File: src/rtl/ddr_init_seq.sv
module ddr_init_seq #(
  parameter int ADDR_W        = 13,
  parameter int CLK_PERIOD_PS = 4000,
  parameter int POWERUP_NS    = 200000,
  parameter int TRP_NS        = 20,
  parameter int TRFC_NS       = 80,
  parameter int TMRD_CK       = 2,
  parameter int DLL_LOCK_CK   = 200
) (
  input  logic              clk,
  input  logic              rst,
  input  logic [2:0]        cfg_burst_len,
  input  logic              cfg_interleave,
  input  logic [2:0]        cfg_cas_lat,
  input  logic              cfg_drive_reduced,
  output logic              cke,
  output logic              cs_n,
  output logic              ras_n,
  output logic              cas_n,
  output logic              we_n,
  output logic [1:0]        ba,
  output logic [ADDR_W-1:0] addr,
  output logic              init_done
);

  localparam int PWR_RAW  = (POWERUP_NS * 1000 + CLK_PERIOD_PS - 1) / CLK_PERIOD_PS;
  localparam int TRP_RAW  = (TRP_NS * 1000 + CLK_PERIOD_PS - 1) / CLK_PERIOD_PS;
  localparam int TRFC_RAW = (TRFC_NS * 1000 + CLK_PERIOD_PS - 1) / CLK_PERIOD_PS;
  localparam int PWR_CK   = (PWR_RAW < 1) ? 1 : PWR_RAW;
  localparam int TRP_CK   = (TRP_RAW < 1) ? 1 : TRP_RAW;
  localparam int TRFC_CK  = (TRFC_RAW < 1) ? 1 : TRFC_RAW;
  localparam int TMRD_G   = (TMRD_CK < 1) ? 1 : TMRD_CK;
  localparam int DLL_G    = (DLL_LOCK_CK > TMRD_G) ? DLL_LOCK_CK : TMRD_G;
  localparam int MAX_A    = (PWR_CK > DLL_G) ? PWR_CK : DLL_G;
  localparam int MAX_B    = (TRFC_CK > TRP_CK) ? TRFC_CK : TRP_CK;
  localparam int LONGEST  = (MAX_A > MAX_B) ? MAX_A : MAX_B;
  localparam int CNT_W    = $clog2(LONGEST + 1);

  localparam logic [CNT_W-1:0] R_PWR  = CNT_W'(PWR_CK - 1);
  localparam logic [CNT_W-1:0] R_TRP  = CNT_W'(TRP_CK - 1);
  localparam logic [CNT_W-1:0] R_TRFC = CNT_W'(TRFC_CK - 1);
  localparam logic [CNT_W-1:0] R_MRD  = CNT_W'(TMRD_G - 1);
  localparam logic [CNT_W-1:0] R_DLL  = CNT_W'(DLL_G - 1);

  localparam logic [2:0] OP_PRE  = 3'b010;
  localparam logic [2:0] OP_REF  = 3'b001;
  localparam logic [2:0] OP_MODE = 3'b000;
  localparam logic [2:0] OP_IDLE = 3'b111;

  typedef enum logic [3:0] {
    ST_PWR, ST_PRE_A, ST_EXT, ST_MRS_RST, ST_PRE_B,
    ST_REF_A, ST_REF_B, ST_MRS_RUN, ST_DONE
  } step_t;

  step_t             step, step_nx;
  logic [CNT_W-1:0]  cnt, reload;
  logic [2:0]        op_nx;
  logic [1:0]        ba_nx;
  logic              cs_nx;
  logic [ADDR_W-1:0] addr_nx, mode_word, ext_word, pre_word;

  always_comb begin
    mode_word      = '0;
    mode_word[2:0] = cfg_burst_len;
    mode_word[3]   = cfg_interleave;
    mode_word[6:4] = cfg_cas_lat;
    ext_word       = '0;
    ext_word[1]    = cfg_drive_reduced;
    pre_word       = '0;
    pre_word[10]   = 1'b1;
  end

  always_comb begin
    step_nx = step;
    reload  = '0;
    cs_nx   = 1'b0;
    op_nx   = OP_IDLE;
    ba_nx   = 2'b00;
    addr_nx = '0;
    case (step)
      ST_PWR: begin
        cs_nx   = 1'b1;
        step_nx = ST_PRE_A;
      end
      ST_PRE_A: begin
        op_nx   = OP_PRE;
        addr_nx = pre_word;
        reload  = R_TRP;
        step_nx = ST_EXT;
      end
      ST_EXT: begin
        op_nx   = OP_MODE;
        ba_nx   = 2'b01;
        addr_nx = ext_word;
        reload  = R_MRD;
        step_nx = ST_MRS_RST;
      end
      ST_MRS_RST: begin
        op_nx      = OP_MODE;
        addr_nx    = mode_word;
        addr_nx[8] = 1'b1;
        reload     = R_DLL;
        step_nx    = ST_PRE_B;
      end
      ST_PRE_B: begin
        op_nx   = OP_PRE;
        addr_nx = pre_word;
        reload  = R_TRP;
        step_nx = ST_REF_A;
      end
      ST_REF_A: begin
        op_nx   = OP_REF;
        reload  = R_TRFC;
        step_nx = ST_REF_B;
      end
      ST_REF_B: begin
        op_nx   = OP_REF;
        reload  = R_TRFC;
        step_nx = ST_MRS_RUN;
      end
      ST_MRS_RUN: begin
        op_nx   = OP_MODE;
        addr_nx = mode_word;
        reload  = R_MRD;
        step_nx = ST_DONE;
      end
      default: begin
        cs_nx   = 1'b1;
        step_nx = ST_DONE;
      end
    endcase
  end

  always_ff @(posedge clk) begin
    if (rst) begin
      step                  <= ST_PWR;
      cnt                   <= R_PWR;
      cke                   <= 1'b0;
      cs_n                  <= 1'b1;
      {ras_n, cas_n, we_n}  <= OP_IDLE;
      ba                    <= 2'b00;
      addr                  <= '0;
      init_done             <= 1'b0;
    end else begin
      cs_n                  <= 1'b1;
      {ras_n, cas_n, we_n}  <= OP_IDLE;
      ba                    <= 2'b00;
      addr                  <= '0;
      if (cnt != '0) begin
        cnt <= cnt - CNT_W'(1);
      end else if (step == ST_DONE) begin
        init_done <= 1'b1;
      end else begin
        step                 <= step_nx;
        cnt                  <= reload;
        cke                  <= 1'b1;
        cs_n                 <= cs_nx;
        {ras_n, cas_n, we_n} <= op_nx;
        ba                   <= ba_nx;
        addr                 <= addr_nx;
      end
    end
  end

endmodule

File: config.mk
export PLATFORM = sky130hd
export DESIGN_NAME = ddr_init_seq
export DESIGN_NICKNAME = d
export VERILOG_FILES = /design/src/rtl/ddr_init_seq.sv
export SDC_FILE = /design/constraint.sdc
export NUM_CORES = 1
export LEC_CHECK = 0
export ABC_CLOCK_PERIOD_IN_PS = 3100
export BUFFER_PORTS_ARGS = -buffer_cell sky130_fd_sc_hd__buf_2
export CORE_MARGIN = 4
export CORE_UTILIZATION = 39
export DETAILED_ROUTE_END_ITERATION = 16
export GPL_TIMING_DRIVEN = 0
export HOLD_SLACK_MARGIN = 0.05
export SLEW_MARGIN = 5
export SYNTH_ARGS = -nofsm -noshare
export SYNTH_HDL_FRONTEND = slang
export SYNTH_SLANG_ARGS = --single-unit
File: constraint.sdc
create_clock -name clk -period 3.1 [get_ports clk]
set_input_delay 0 -clock clk [delete_from_list [all_inputs] [get_ports clk]]
set_output_delay 0 -clock clk [all_outputs]
set_load 0.05 [all_outputs]
After elaboration in Yosys (flattened, before gate mapping)

Index checks and enable logic that the tools add are counted.

Word-level logic and storage cells: 40
Memory bits (writable): 0
Memory bits (read-only): 0
Bits in latches: 0
Bits in registers: 41
Memories kept: 0
Input bits: 10

Bitwise logic cells: 2
Multipliers: 0
Reductions and logical operators: 10
$add $sub $neg: 1
Shift operators: 0
Muxes and demuxes: 8
Div/mod/pow operators: 0
Magnitude comparators: 0
Equal/unequal tests: 9

Operator list:

| cell                                                                  | number |
|---|---|
| 11-bit one-hot mux with 4 select lines                                | 1 |
| 16-bit two-way mux                                                    | 2 |
| 8-bit one-hot mux with 4 select lines                                 | 1 |
| 4-bit one-hot mux with 7 select lines                                 | 1 |
| 4-bit by 3-bit equality test with 1-bit output, second input constant | 4 |
| 16-bit nonzero test                                                   | 1 |
| 16-bit by 1-bit subtractor with 16-bit output, second input constant  | 1 |
| 3-bit one-hot mux with 3 select lines                                 | 1 |
| 4-bit by 2-bit equality test with 1-bit output, second input constant | 2 |
| 7-bit OR reduction                                                    | 1 |
| 2-bit OR reduction                                                    | 3 |
| 3-bit OR reduction                                                    | 2 |
| 4-bit by 1-bit equality test with 1-bit output, second input constant | 1 |
| 4-bit equality test, second input constant                            | 1 |
| 4-bit logical NOT                                                     | 1 |
| 2-bit AND reduction                                                   | 2 |
| 1-bit two-way mux                                                     | 2 |
| 2-bit inequality test, second input constant                          | 1 |
| 1-bit inverter                                                        | 2 |

Logic depth before layout (Yosys ltp)

Depth in word-level cells: 5
Depth in mapped cells: 7
Mapped depth without buffers: 6

Worst setup path after synthesis

Ideal clock, no wire load.

Path kind: reg2reg
Start: register cnt[0]
End: register we_n
Required time: 2.956 ns
Setup time: 0.144 ns
Data arrival time: 1.732 ns
Stages on the path, launching flop included: 8
Clock period less this slack: 1.876 ns
Setup slack: 1.224 ns
Cells stage by stage: dfxtp_1 > inv_1 > ha_1 > nor4b_1 > nand4_2 > buf_2 > nor3_1 > o211ai_1

Word-level cells in the longest chain between the ends: 2

RTL lines:

| item                         | line | source |
|---|---|---|
| start, declared              | 56   | `logic [CNT_W-1:0] cnt, reload;` |
| start signal, assigned       | 150  | `cnt <= cnt - CNT_W'(1);` |
| start signal, assigned       | 155  | `cnt <= reload;` |
| 16-bit nonzero test          | 149  | `if (cnt != '0) begin` |
| 3-bit OR reduction (no line) | -    |  |
| end signal, assigned         | 158  | `{ras_n, cas_n, we_n} <= op_nx;` |
| end, declared                | 20   | `output logic we_n,` |

Every way passes these cells.
A chain may end at the register's enable or synchronous reset.

Worst setup path in the final report

Same ends and word-level chain as after synthesis.

==> qor.yml <==
synth:
  ys_warn_count: 0
  synth_top_flop_cell: "dfxtp_1"
  syn_area_um2: 1650
  avgSynthCellArea_um2: 8.96
  synth-edff-count: 0
  yosysSeqAreaShare_pct: 43.7
  synth_seq_cells: 36
  synth_cells: 184
  synthDistinctLibCells: 47
  synth_async_sr_flop_share_pct: 0
worst_hold_path:
  hold-path-endpoint: "cnt[8]"
  hold_depth: 3
  worstHoldPathType: "in -> reg"
  hp-start: "rst"
global_routing:
  grt_pass1_wl_um: 5710
  gr-usage-all-layers_pct: 14.1
  antenna_found_initial: 0
  grt_overflow: 0
  grt_pass1_vias: 1247
  grt_max_degree: 13
die:
  initial_core_util_pct: 40.6
  pin_count: 31
  die_area_um2: 5330
  chipHeight_um: 73.0
  die_w_um: 73.0
  core_area_um2: 4060
  num_rows: 23
cts:
  cts_buffers: 5
  cts_resized: 0
  clockBufferDepth: 2
  clockRootBuffer: "clkbuf_8"
  tritoncts: "yes"
  numClockSinks: 36
  clk-insertion-delay-late_ps: 290
  clkTransAtPathRegs_ps: 70
  htreeDepth: 2
setup_path:
  path_max_fanout: 10
  cp.required_ps: 3260
  startpoint_type: "flip-flop"
  r2r_start: "cnt[0]"
  crit_path_end_kind: "flip-flop"
  ff2ff_path_depth: 7
  arrival_ps: 2400
  worstReg2RegEnd: "we_n"
  r2r_slack_ps: 850
  critPathKind: "reg -> reg"
sta:
  hold_viol_final: 0
  setup_tns_ps: 0
  worst_slew_pin_slew_ps: 500
  rsz0062_at_grt: "false"
  skew_ps: 4.82
  report.final.slew_viol_count: 0
  fmax_ghz: 0.445
  relSlewSlack_pct: 66.4
  finalSetupViolCount: 0
  min_period_over_period_pct: 72.5
  period_needed_ps: 2250
cells_and_area:
  antenna_cells: 0
  multi_input_comb_area_um2: 836
  areaGrowthSynthToFinish_pct: 22.2
  final_common_cell: "dfxtp_1"
  final_cell_mix: "36 x dfxtp_1, 26 x buf_2, 14 x a21oi_1, 11 x nor3_1, 11 x nor2_1"
  finalNonFillerCells: 278
  nNetsFinal: 238
  ff_latch_area_um2: 721
  nFillCells: 406
  drive_above_1_share_pct: 20.2
job:
  maxCapViolations: 0
placement:
  hpwl_um: 2580
  dp_cells: 262
  place_congestion: 0.768
  numPortBuffers: 24
power_and_ir_drop:
  cellLeakagePower_nw: 0.777
  powerDensity_nw_per_um2: 422
  ir_drop_mv: 0.335
routing:
  wire_per_inst_um: 13.2
  drt_iter0_markers: 61
  post_drt_via_cell_ratio: 5.27
  routed_wl_um: 3670
  drc: 0
  drtPass1Iterations: 4
  via_count: 1466
  antenna_left: 0
outcome:
  status: "finished, final reports clean"
-- routing by layer --
metal  vias to the layer above  track usage (%)  routed length (um)
met5                         -                0                   0
met4                         0             4.92                  54
met3                         8             5.10                 184
met2                        36             22.0                1660
met1                       672             17.8                1770
li1                        750                -                   -
-- synth_stat cells (2+ instances only) --
library cell,n,area (um^2)
dfxtp_1,36,721
a21oi_1,14,70.1
nor2_1,11,41.3
nor3_1,11,55.1
clkbuf_1,10,37.5
o21ai_0,9,45.0
nand2_1,8,30.0
and2_1,6,37.5
o31ai_1,6,45.0
buf_4,5,37.5
nand3_1,5,25.0
inv_1,4,15.0
a21o_1,3,22.5
and4_1,3,26.3
nand4_1,3,18.8
or3_1,3,18.8
or4_1,3,22.5
xor2_1,3,26.3
a31oi_1,2,12.5
buf_1,2,7.51
buf_2,2,10.0
mux2i_1,2,20.0
nand2b_1,2,12.5
nand3b_1,2,15.0
nor4_1,2,12.5
nor4_2,2,25.0
nor4_4,2,42.5
nor4b_1,2,17.5
o221ai_1,2,17.5
xnor2_1,2,17.5
-- logic make-up (layout without fill, tap and decap cells) --
logic type,Yosys count,after routing,share of synthesized area [%]
AO/OA/AOI/OAI,41,41,15.3
multiplexers,2,2,1.21
flip-flops,36,36,43.7
other,1,5,0.227
adder cells (fa/ha/maj),1,1,0.759
XOR/XNOR,5,5,2.66
AND/OR/NAND/NOR,75,75,29.6
buffers and inverters,23,63,6.53
-- worst max-delay path, cell delays in order, from the launching register on --
cell,delay [ps]
dfxtp_1,360
inv_1,100
ha_1,310
nor4b_1,410
nand4_2,210
buf_2,250
nor3_1,330
o211ai_1,140
-- registers in the layout, summed over array words and instances, names as in the netlist --
register   count
cas_n          1
addr           9
ras_n          1
step           4
init_done      1
we_n           1
cnt           16
cs_n           1
ba             1
cke            1
-- metrics by stage --
step | hold WS (ps) | util [%] | area, um^2 | total power, W | setup WS [ps]
after global placement | 205 | 45.5 | 1850 | 0.000525 | 873
after CTS | 233 | 49.6 | 2010 | 0.000857 | 871
final | 219 | 49.6 | 2010 | 0.000849 | 852
after floorplan | 122 | - | 1660 | 0.000514 | 1220
after detailed placement | 202 | 45.5 | 1850 | 0.000526 | 888
after global routing | 245 | 49.6 | 2010 | 0.000887 | 682
-- power by group --
| part | total [W] | leakage, nW | internal [W] | switching, W |
|---|---|---|---|---|
| Combinational | 0.0000525 | 0.438 | 0.0000216 | 0.0000309 |
| Clock | 0.000326 | 0.0479 | 0.000156 | 0.000170 |
| Sequential | 0.000470 | 0.291 | 0.000465 | 0.00000492 |
-- how the worst max path moves through the flow --
stage	start	cells after the start	end
floorplan	cnt[0]	7	we_n
global placement	cnt[0]	7	we_n
detailed placement	cnt[0]	7	we_n
CTS	cnt[0]	7	cnt[1]
global route	cnt[0]	7	we_n
finish	cnt[0]	7	we_n
-- area by class of cell --
| class | count | area share (%) |
|---|---|---|
| Buffer | 19 | 4.60 |
| Clock buffer | 5 | 3.42 |
| Clock inverter | 3 | 0.932 |
| Inverter | 4 | 0.745 |
| Multi-Input combinational cell | 129 | 41.5 |
| Sequential cell | 36 | 35.8 |
| Tap cell | 50 | 3.11 |
| Timing Repair Buffer | 32 | 9.94 |
-- timing repair --
action                     4_1_cts  5_1_grt
hold buffers                     8        0
buffers inserted                 0        0
hold endpoints to repair         7        0
setup endpoints to repair        0        0
Power figures use the tool's default switching activity.
